File: src/rtl/i2s_link_ctrl.sv
module i2s_link_ctrl #(
  parameter int DEPTH    = 16,
  parameter int CLK_HALF = 2
) (
  input  logic        clk,
  input  logic        rst_n,
  input  logic        reg_wr,
  input  logic        reg_rd,
  input  logic [7:0]  reg_addr,
  input  logic [31:0] reg_wdata,
  output logic [31:0] reg_rdata,
  input  logic        sck_in,
  output logic        sck_out,
  output logic        sck_oe,
  input  logic        ws_in,
  output logic        ws_out,
  output logic        ws_oe,
  input  logic        sd_in,
  output logic        sd_out,
  output logic        dma_tx_req,
  output logic        dma_rx_req,
  output logic        irq
);
  localparam int AW = $clog2(DEPTH);
  localparam int LW = AW + 1;
  localparam int CW = (CLK_HALF > 1) ? $clog2(CLK_HALF) : 1;
  localparam logic [31:0] CTRL_MASK = 32'h017F_1F7F;

  logic [31:0] ctrl;
  logic [1:0]  dis;
  logic [6:3]  mask;
  logic        und, ovr;

  wire wr_ctrl = reg_wr && reg_addr == 8'h00;
  wire wr_dis  = reg_wr && reg_addr == 8'h04;
  wire wr_mask = reg_wr && reg_addr == 8'h14;
  wire wr_clr  = reg_wr && reg_addr == 8'h18;
  wire wr_data = reg_wr && reg_addr == 8'h80;
  wire rd_data = reg_rd && reg_addr == 8'h80;

  wire active  = ctrl[0] & ~ctrl[4];
  wire link_rst = ctrl[4];
  wire bits32  = ctrl[22];
  wire inv     = ctrl[21];
  wire first_ch = ctrl[24];

  always_ff @(posedge clk or negedge rst_n)
    if (!rst_n) begin
      ctrl <= '0; dis <= '0; mask <= '0;
    end else begin
      if (wr_ctrl) ctrl <= reg_wdata & CTRL_MASK;
      if (wr_dis)  dis  <= reg_wdata[1:0];
      if (wr_mask) mask <= reg_wdata[6:3];
    end

  // synchronisers for the external link pins
  logic [2:0] sck_s;
  logic [1:0] ws_s, sd_s;
  always_ff @(posedge clk or negedge rst_n)
    if (!rst_n) begin
      sck_s <= '0; ws_s <= '0; sd_s <= '0;
    end else begin
      sck_s <= {sck_s[1:0], sck_in};
      ws_s  <= {ws_s[0], ws_in};
      sd_s  <= {sd_s[0], sd_in};
    end

  // bit clock generation and edge events
  logic [CW-1:0] div_cnt;
  logic          sck_q;
  wire tick = active && ctrl[2] && div_cnt == CW'(CLK_HALF - 1);
  always_ff @(posedge clk or negedge rst_n)
    if (!rst_n) begin
      div_cnt <= '0; sck_q <= 1'b0;
    end else if (!active || !ctrl[2]) begin
      div_cnt <= '0; sck_q <= 1'b0;
    end else if (tick) begin
      div_cnt <= '0; sck_q <= ~sck_q;
    end else
      div_cnt <= div_cnt + 1'b1;

  wire rise_ev = ctrl[2] ? (tick & ~sck_q) : (active & sck_s[1] & ~sck_s[2]);
  wire fall_ev = ctrl[2] ? (tick & sck_q)  : (active & ~sck_s[1] & sck_s[2]);

  // word-select generation: toggles once per slot on a falling edge
  logic [4:0] wcnt;
  logic       ws_gen;
  wire [4:0]  slot_last = bits32 ? 5'd31 : 5'd15;
  always_ff @(posedge clk or negedge rst_n)
    if (!rst_n) begin
      wcnt <= '0; ws_gen <= 1'b0;
    end else if (!active) begin
      wcnt <= '0; ws_gen <= 1'b0;
    end else if (fall_ev) begin
      if (wcnt == slot_last) begin
        wcnt <= '0; ws_gen <= ~ws_gen;
      end else
        wcnt <= wcnt + 1'b1;
    end

  wire chan = ctrl[1] ? ws_gen : (ws_s[1] ^ inv);
  assign ws_out  = ws_gen ^ inv;
  assign ws_oe   = ctrl[1];
  assign sck_out = sck_q;
  assign sck_oe  = ctrl[2];

  // FIFO storage
  logic [31:0]   tx_mem [DEPTH];
  logic [31:0]   rx_mem [DEPTH];
  logic [AW-1:0] tx_wp, tx_rp, rx_wp, rx_rp;
  logic [LW-1:0] tx_lvl, rx_lvl;
  wire tx_full  = tx_lvl == LW'(DEPTH);
  wire rx_full  = rx_lvl == LW'(DEPTH);
  wire rx_empty = rx_lvl == '0;

  // serializer / deserializer state
  logic [31:0] tx_sh, rx_sh;
  logic        ws_last, chg, rx_sync, tx_sync;

  wire         tx_go    = !dis[1] && (tx_sync || chan == first_ch);
  wire         tx_slot  = fall_ev && chg && tx_go;
  wire         tx_pop   = tx_slot && tx_lvl != '0;
  wire         und_ev   = tx_slot && tx_lvl == '0;
  wire [31:0]  tx_word  = tx_mem[tx_rp];
  wire [31:0]  tx_load  = !tx_pop ? 32'b0 : bits32 ? tx_word : {tx_word[15:0], 16'b0};
  wire         rx_bit   = ctrl[5] ? tx_sh[31] : sd_s[1];
  wire [31:0]  rx_new   = {rx_sh[30:0], rx_bit};
  wire [31:0]  rx_word  = bits32 ? rx_new : {16'b0, rx_new[15:0]};
  wire         rx_done  = rise_ev && chan != ws_last && rx_sync && !dis[0];
  wire         rx_push  = rx_done && !rx_full;
  wire         ovr_ev   = rx_done && rx_full;
  wire         tx_wr    = wr_data && !tx_full;
  wire         rx_rd    = rd_data && !rx_empty;

  always_ff @(posedge clk or negedge rst_n)
    if (!rst_n) begin
      ws_last <= 1'b0; chg <= 1'b0; rx_sh <= '0; rx_sync <= 1'b0;
      tx_sh <= '0; tx_sync <= 1'b0;
    end else if (!active) begin
      ws_last <= 1'b0; chg <= 1'b0; rx_sh <= '0; rx_sync <= 1'b0;
      tx_sh <= '0; tx_sync <= 1'b0;
    end else begin
      if (rise_ev) begin
        ws_last <= chan;
        chg     <= chan != ws_last;
        rx_sh   <= rx_new;
        if (chan != ws_last) rx_sync <= !dis[0] && (rx_sync || chan == first_ch);
      end
      if (fall_ev) begin
        if (chg) begin
          tx_sh   <= tx_load;
          tx_sync <= tx_go;
        end else
          tx_sh <= {tx_sh[30:0], 1'b0};
      end
    end

  assign sd_out = tx_sh[31];

  always_ff @(posedge clk) begin
    if (tx_wr)   tx_mem[tx_wp] <= reg_wdata;
    if (rx_push) rx_mem[rx_wp] <= rx_word;
  end

  always_ff @(posedge clk or negedge rst_n)
    if (!rst_n) begin
      tx_wp <= '0; tx_rp <= '0; tx_lvl <= '0;
      rx_wp <= '0; rx_rp <= '0; rx_lvl <= '0;
    end else if (link_rst) begin
      tx_wp <= '0; tx_rp <= '0; tx_lvl <= '0;
      rx_wp <= '0; rx_rp <= '0; rx_lvl <= '0;
    end else begin
      if (tx_wr)   tx_wp <= tx_wp + 1'b1;
      if (tx_pop)  tx_rp <= tx_rp + 1'b1;
      if (rx_push) rx_wp <= rx_wp + 1'b1;
      if (rx_rd)   rx_rp <= rx_rp + 1'b1;
      tx_lvl <= tx_lvl + LW'(tx_wr) - LW'(tx_pop);
      rx_lvl <= rx_lvl + LW'(rx_push) - LW'(rx_rd);
    end

  always_ff @(posedge clk or negedge rst_n)
    if (!rst_n) begin
      und <= 1'b0; ovr <= 1'b0;
    end else if (link_rst) begin
      und <= 1'b0; ovr <= 1'b0;
    end else begin
      und <= (und & ~(wr_clr & reg_wdata[5])) | und_ev;
      ovr <= (ovr & ~(wr_clr & reg_wdata[6])) | ovr_ev;
    end

  wire tx_svc = 32'(tx_lvl) <= 32'(ctrl[12:8]);
  wire rx_svc = !rx_empty && 32'(rx_lvl) >= 32'(ctrl[20:16]);
  assign dma_tx_req = ctrl[3] & tx_svc;
  assign dma_rx_req = ctrl[6] & rx_svc;
  assign irq = |({ovr, und, rx_svc, tx_svc} & mask);

  logic [31:0] status;
  always_comb begin
    status = '0;
    status[16 +: LW] = rx_lvl;
    status[8 +: LW]  = tx_lvl;
    status[6:0] = {ovr, und, rx_svc, tx_svc, active, !rx_empty, !tx_full};
  end

  always_comb
    case (reg_addr)
      8'h00:   reg_rdata = ctrl;
      8'h04:   reg_rdata = {30'b0, dis};
      8'h0C:   reg_rdata = status;
      8'h14:   reg_rdata = {25'b0, mask, 3'b0};
      8'h80:   reg_rdata = rx_empty ? 32'b0 : rx_mem[rx_rp];
      default: reg_rdata = 32'b0;
    endcase

  a_r2_tx_level_only_by_write: assert property (@(posedge clk) disable iff (!rst_n)
    !wr_data |=> tx_lvl <= $past(tx_lvl));
  a_r3_rx_level_bound: assert property (@(posedge clk) disable iff (!rst_n)
    rx_lvl <= LW'(DEPTH));
  a_r4_ws_moves_on_fall: assert property (@(posedge clk) disable iff (!rst_n)
    active && ctrl[1] && !fall_ev && !wr_ctrl |=> $stable(ws_out));
  a_r7_underrun_sticky: assert property (@(posedge clk) disable iff (!rst_n)
    und && !link_rst && !(wr_clr && reg_wdata[5]) |=> und);
  a_r8_overrun_sticky: assert property (@(posedge clk) disable iff (!rst_n)
    ovr && !link_rst && !(wr_clr && reg_wdata[6]) |=> ovr);
  a_r12_replay_off_keeps_tx: assert property (@(posedge clk) disable iff (!rst_n)
    dis[1] && !link_rst && !wr_data |=> tx_lvl == $past(tx_lvl));
endmodule

File: config.mk
export PLATFORM = sky130hd
export DESIGN_NAME = i2s_link_ctrl
export DESIGN_NICKNAME = d
export VERILOG_FILES = /design/src/rtl/i2s_link_ctrl.sv
export SDC_FILE = /design/constraint.sdc
export NUM_CORES = 1
export LEC_CHECK = 0
export BUFFER_PORTS_ARGS = -buffer_cell sky130_fd_sc_hd__buf_2
export CORE_MARGIN = 2
export CORE_UTILIZATION = 50
export CTS_CLUSTER_DIAMETER = 200
export DETAILED_ROUTE_END_ITERATION = 6
export PLACE_DENSITY = 0.76
export SYNTH_ARGS = -nofsm -noshare
export SYNTH_HDL_FRONTEND = slang
export SYNTH_SLANG_ARGS = --single-unit
export TNS_END_PERCENT = 100
File: constraint.sdc
create_clock -name clk -period 14.33 [get_ports clk]
set_input_delay 0.7165 -clock clk [delete_from_list [all_inputs] [get_ports clk]]
set_output_delay 0.7165 -clock clk [all_outputs]
set_load 0.03 [all_outputs]
==> results.sh <==
export IMPL_outcome="completed"
export IMPL_finalCoreUtilization_pct=56.5
export IMPL_post_drt_wl_per_cell_um=28.4
export IMPL_io_buffers=86
export IMPL_path_cells="buf_4 -> buf_4 -> mux4_2 -> mux4_2 -> a221o_1 -> buf_2"
export IMPL_wire_length_of_the_first_global_routing_pass_um=156000
export IMPL_crit_arrival_ns=5.04
export IMPL_fin_crit_ns=5.76
export IMPL_setup_viol=0
export IMPL_die_height_um=307
export IMPL_final_number_of_max_transition_violations=0
export IMPL_cp_capture_point="reg_rdata[1]"
export IMPL_clkTransAtPathRegs_ns=0.06
export IMPL_ctsHtreeMaxLevel=3
export IMPL_postSynth_topFlopCell="edfxtp_1"
export IMPL_leakage_nw=16.2
export IMPL_worst_setup_path_startpoint="rx_rp[0]"
export IMPL_routed_via_count=23500
export IMPL_synth_edf_count=1024
export IMPL_ys_warn_count=0
export IMPL_areaGrowthSynthToFinish_pct=12.3
export IMPL_die_area_um2=94200
export IMPL_crit_path_max_incr_delay_ns=0.96
export IMPL_groute_layer_met1_usage_pct=30.0
export IMPL_effective_utilization_at_floorplan_pct=50.3
export IMPL_reg2reg_depth=7
export IMPL_cts_buffers_inserted=107
export IMPL_cts_repair_resize_count=0
export IMPL_globalRouteTotalUtil_pct=22.8
export IMPL_drt_antenna_violating_nets=0
export IMPL_gp_congestion=0.824
export IMPL_power_share_sequential_pct=53.5
export IMPL_grt_overflow_total=0
export IMPL_finish_net_count=2558
export IMPL_cts_buffer_depth=3
export IMPL_avgSynthCellArea_um2=19.4
export IMPL_reg2reg_setup_slack_ns=10.11
export IMPL_route_detailed_drc=0
export IMPL_final_instance_count_excl_fill=3766
export IMPL_syn_num_nets=2445
export IMPL_power_net_switching_mw=1.40
export IMPL_post_cts_setup_buffer_count=0
export IMPL_crit_path_end_kind="primary output"
export IMPL_setup_repair_after_global_routing_missed_its_margin="false"
export IMPL_dp_hpwl_um=58100
export IMPL_drive_gt1_share_pct=25.6
export IMPL_critical_path_reg2reg_startpoint="ctrl[2]"
export IMPL_grt_antenna_before_repair=15
export IMPL_yosys_cell_types_count=65
export IMPL_timing_critical_path_fanout_max=58
export IMPL_cts_hold_repair_buffers=0
export IMPL_cts_sink_count=1160
export IMPL_worstSkewPairLatency_ns=0.69
export IMPL_timing_worst_slew_pin_value_ns=1.40
export IMPL_average_via_count_per_standard_cell=6.24
export IMPL_floorplan_rows=111
export IMPL_rr_endpoint="rx_mem[3][22]"
export IMPL_ir_drop_uv=150
export IMPL_pwr_share_clk_pct=42.8
export IMPL_fin_worst_skew_ns=0.0174
export IMPL_p_total_mw=6.93
export IMPL_die_width_um=307
export IMPL_cts_root_buffer_type="clkbuf_16"
export IMPL_dr_pass1_iters=6
export IMPL_grt_busiest_layer="met2"
export IMPL_final_hold_violation_count=0
export IMPL_max_slew_margin_rel_pct=5.51
export IMPL_gr_usage_met3_pct=5.33
export IMPL_pwr_share_comb_pct=3.7
export IMPL_first_global_vias=24000
export IMPL_cts_tree="done"
export IMPL_design_internal_power_mw=5.53
export IMPL_final_setup_tns_ns=0
export IMPL_synthesis_instances=2363
export IMPL_crit_type="register to primary output"
export IMPL_place_detailed_instances=3553
export IMPL_initialDrtViolationCount=3153
export IMPL_drt_wl_total_um=107000
export IMPL_boundaryPins=87
export IMPL_grt_start_max_net_pins=135
export IMPL_critical_path_slowest_cell="buf_4"
export IMPL_cp_data_required_time_ns=13.61
export IMPL_maxcap_violations=0
export IMPL_max_freq_ghz=0.174
export IMPL_ys_async_sr_fraction_pct=11.7
export IMPL_syn_cell_area_um2=45900
export IMPL_grt_util_met2_pct=37.3
export IMPL_core_um2=91200
export IMPL_finalCritPeriodShare_pct=40.2
export IMPL_sequential_cell_area_fraction_in_the_yosys_report_pct=74.4
export IMPL_launching_element_type_of_the_critical_path="register"
export IMPL_power_density_cell_area_nw_per_um2=134
export IMPL_synth_seq_cells=1160
export IMPL_worst_hold_path_type="input port to async pin"
export IMPL_swShare_pct=20.2
critical path, delay by kind of cell (launching register included):
family                 cells  cell delay (ns)
AOI/OAI and AO/OA          1             0.43
buffers and inverters      3             2.03
DFF                        1             0.74
muxes                      2             1.14
metal layers:
| metal | part of all wire (%) | up-vias |
|---|---|---|
| met4 | 3.3 | 12 |
| met2 | 50 | 1206 |
| met3 | 9.6 | 217 |
| met1 | 37 | 12300 |
| li1 | - | 9805 |
| met5 | 0.065 | - |
layout by cell type (no fill, tap or decap), types with 15 or more instances in the layout:
| cell | netlist | final |
|---|---|---|
| a22o_1 | 33 | 33 |
| buf_4 | 5 | 50 |
| a21oi_1 | 77 | 76 |
| o21ai_0 | 40 | 40 |
| o221ai_1 | 16 | 16 |
| edfxtp_1 | 1024 | 1024 |
| buf_2 | 42 | 85 |
| mux2i_1 | 82 | 82 |
| ha_1 | 33 | 33 |
| mux4_2 | 243 | 243 |
| clkbuf_16 | 0 | 110 |
| mux2_2 | 42 | 42 |
| o22ai_1 | 15 | 15 |
| clkbuf_1 | 72 | 26 |
| nand2_1 | 136 | 136 |
| clkinv_2 | 0 | 18 |
| a21o_1 | 18 | 18 |
| inv_1 | 39 | 39 |
| a221o_1 | 16 | 16 |
| clkbuf_8 | 0 | 22 |
| nor2_1 | 59 | 53 |
| and2_1 | 42 | 31 |
| a221oi_1 | 15 | 15 |
| a22oi_1 | 20 | 20 |
| dfrtp_1 | 136 | 129 |
cell usage after synthesis, drive strengths merged, types with 39 or more instances:
library cell | number | area (um2)
edfxtp | 1024 | 30700
mux4 | 243 | 5470
dfrtp | 136 | 3400
nand2 | 136 | 510
mux2i | 82 | 821
a21oi | 77 | 385
clkbuf | 72 | 270
buf | 61 | 308
nor2 | 60 | 228
and2 | 42 | 263
mux2 | 42 | 473
o21ai | 41 | 205
inv | 39 | 146
how the worst min path moves through the flow:
stage                     cells past startpoint      from  slack, ns         to
after floorplan                               0  sck_s[0]       0.33   sck_s[1]
after global placement                        0   ws_s[0]       0.34    ws_s[1]
after detailed placement                      0   ws_s[0]       0.34    ws_s[1]
after CTS                                     1     rst_n      0.006  rx_sh[26]
after global routing                          1     rst_n       0.04  rx_sh[26]
final                                         1     rst_n       0.01  rx_sh[26]
area by class of cell:
type | count | area (um2)
antenna | 9 | 22.5
clock buffer | 161 | 3180
clock inverter | 43 | 558
fill | 6465 | 39700
inverter | 39 | 146
multi-input combinational | 1031 | 11100
sequential | 1160 | 34200
tap | 1186 | 1480
timing repair buffer | 137 | 832
logic make-up (layout without fill, tap and decap cells):
family / count (synthesis) / after routing / share of synthesized area (%)
buffers and inverters: 172 / 380 / 1.58
AND/OR/NAND/NOR: 322 / 322 / 3.50
other: 0 / 9 / 0
multiplexers: 367 / 367 / 14.7
AO/OA/AOI/OAI: 283 / 283 / 4.28
XOR/XNOR: 24 / 24 / 0.458
flip-flops: 1160 / 1160 / 74.4
adder cells (fa/ha/maj): 35 / 35 / 0.987
flip-flops by register name (all words and copies together), names as in the netlist, 2 cells and up:
name / cells
ctrl: 20
dis: 2
mask: 4
rx_lvl: 5
rx_mem: 512
rx_rp: 4
rx_sh: 31
rx_wp: 4
sck_s: 3
sd_s: 2
tx_lvl: 5
tx_mem: 512
tx_rp: 4
tx_sh: 32
tx_wp: 4
wcnt: 5
ws_s: 2
power by group through the flow:
stage	clock network [mW]	registers (mW)	logic, mW
2_1_floorplan	0	3.76	0.174
3_3_place_gp	0	3.77	0.243
3_5_place_dp	0	3.77	0.256
4_1_cts	3.00	3.70	0.258
5_1_grt	3.13	3.70	0.287
6_report	2.97	3.70	0.257
per-stage QoR:
stage	setup WS, ns	area (um2)	hold WS [ns]
after floorplan	8.73	45900	0.331
after global placement	9.10	47800	0.344
after detailed placement	9.06	47800	0.338
after CTS	8.34	51500	0.00596
after global routing	8.16	51500	0.0430
final	8.57	51500	0.0118
Power figures use the tool's default switching activity.
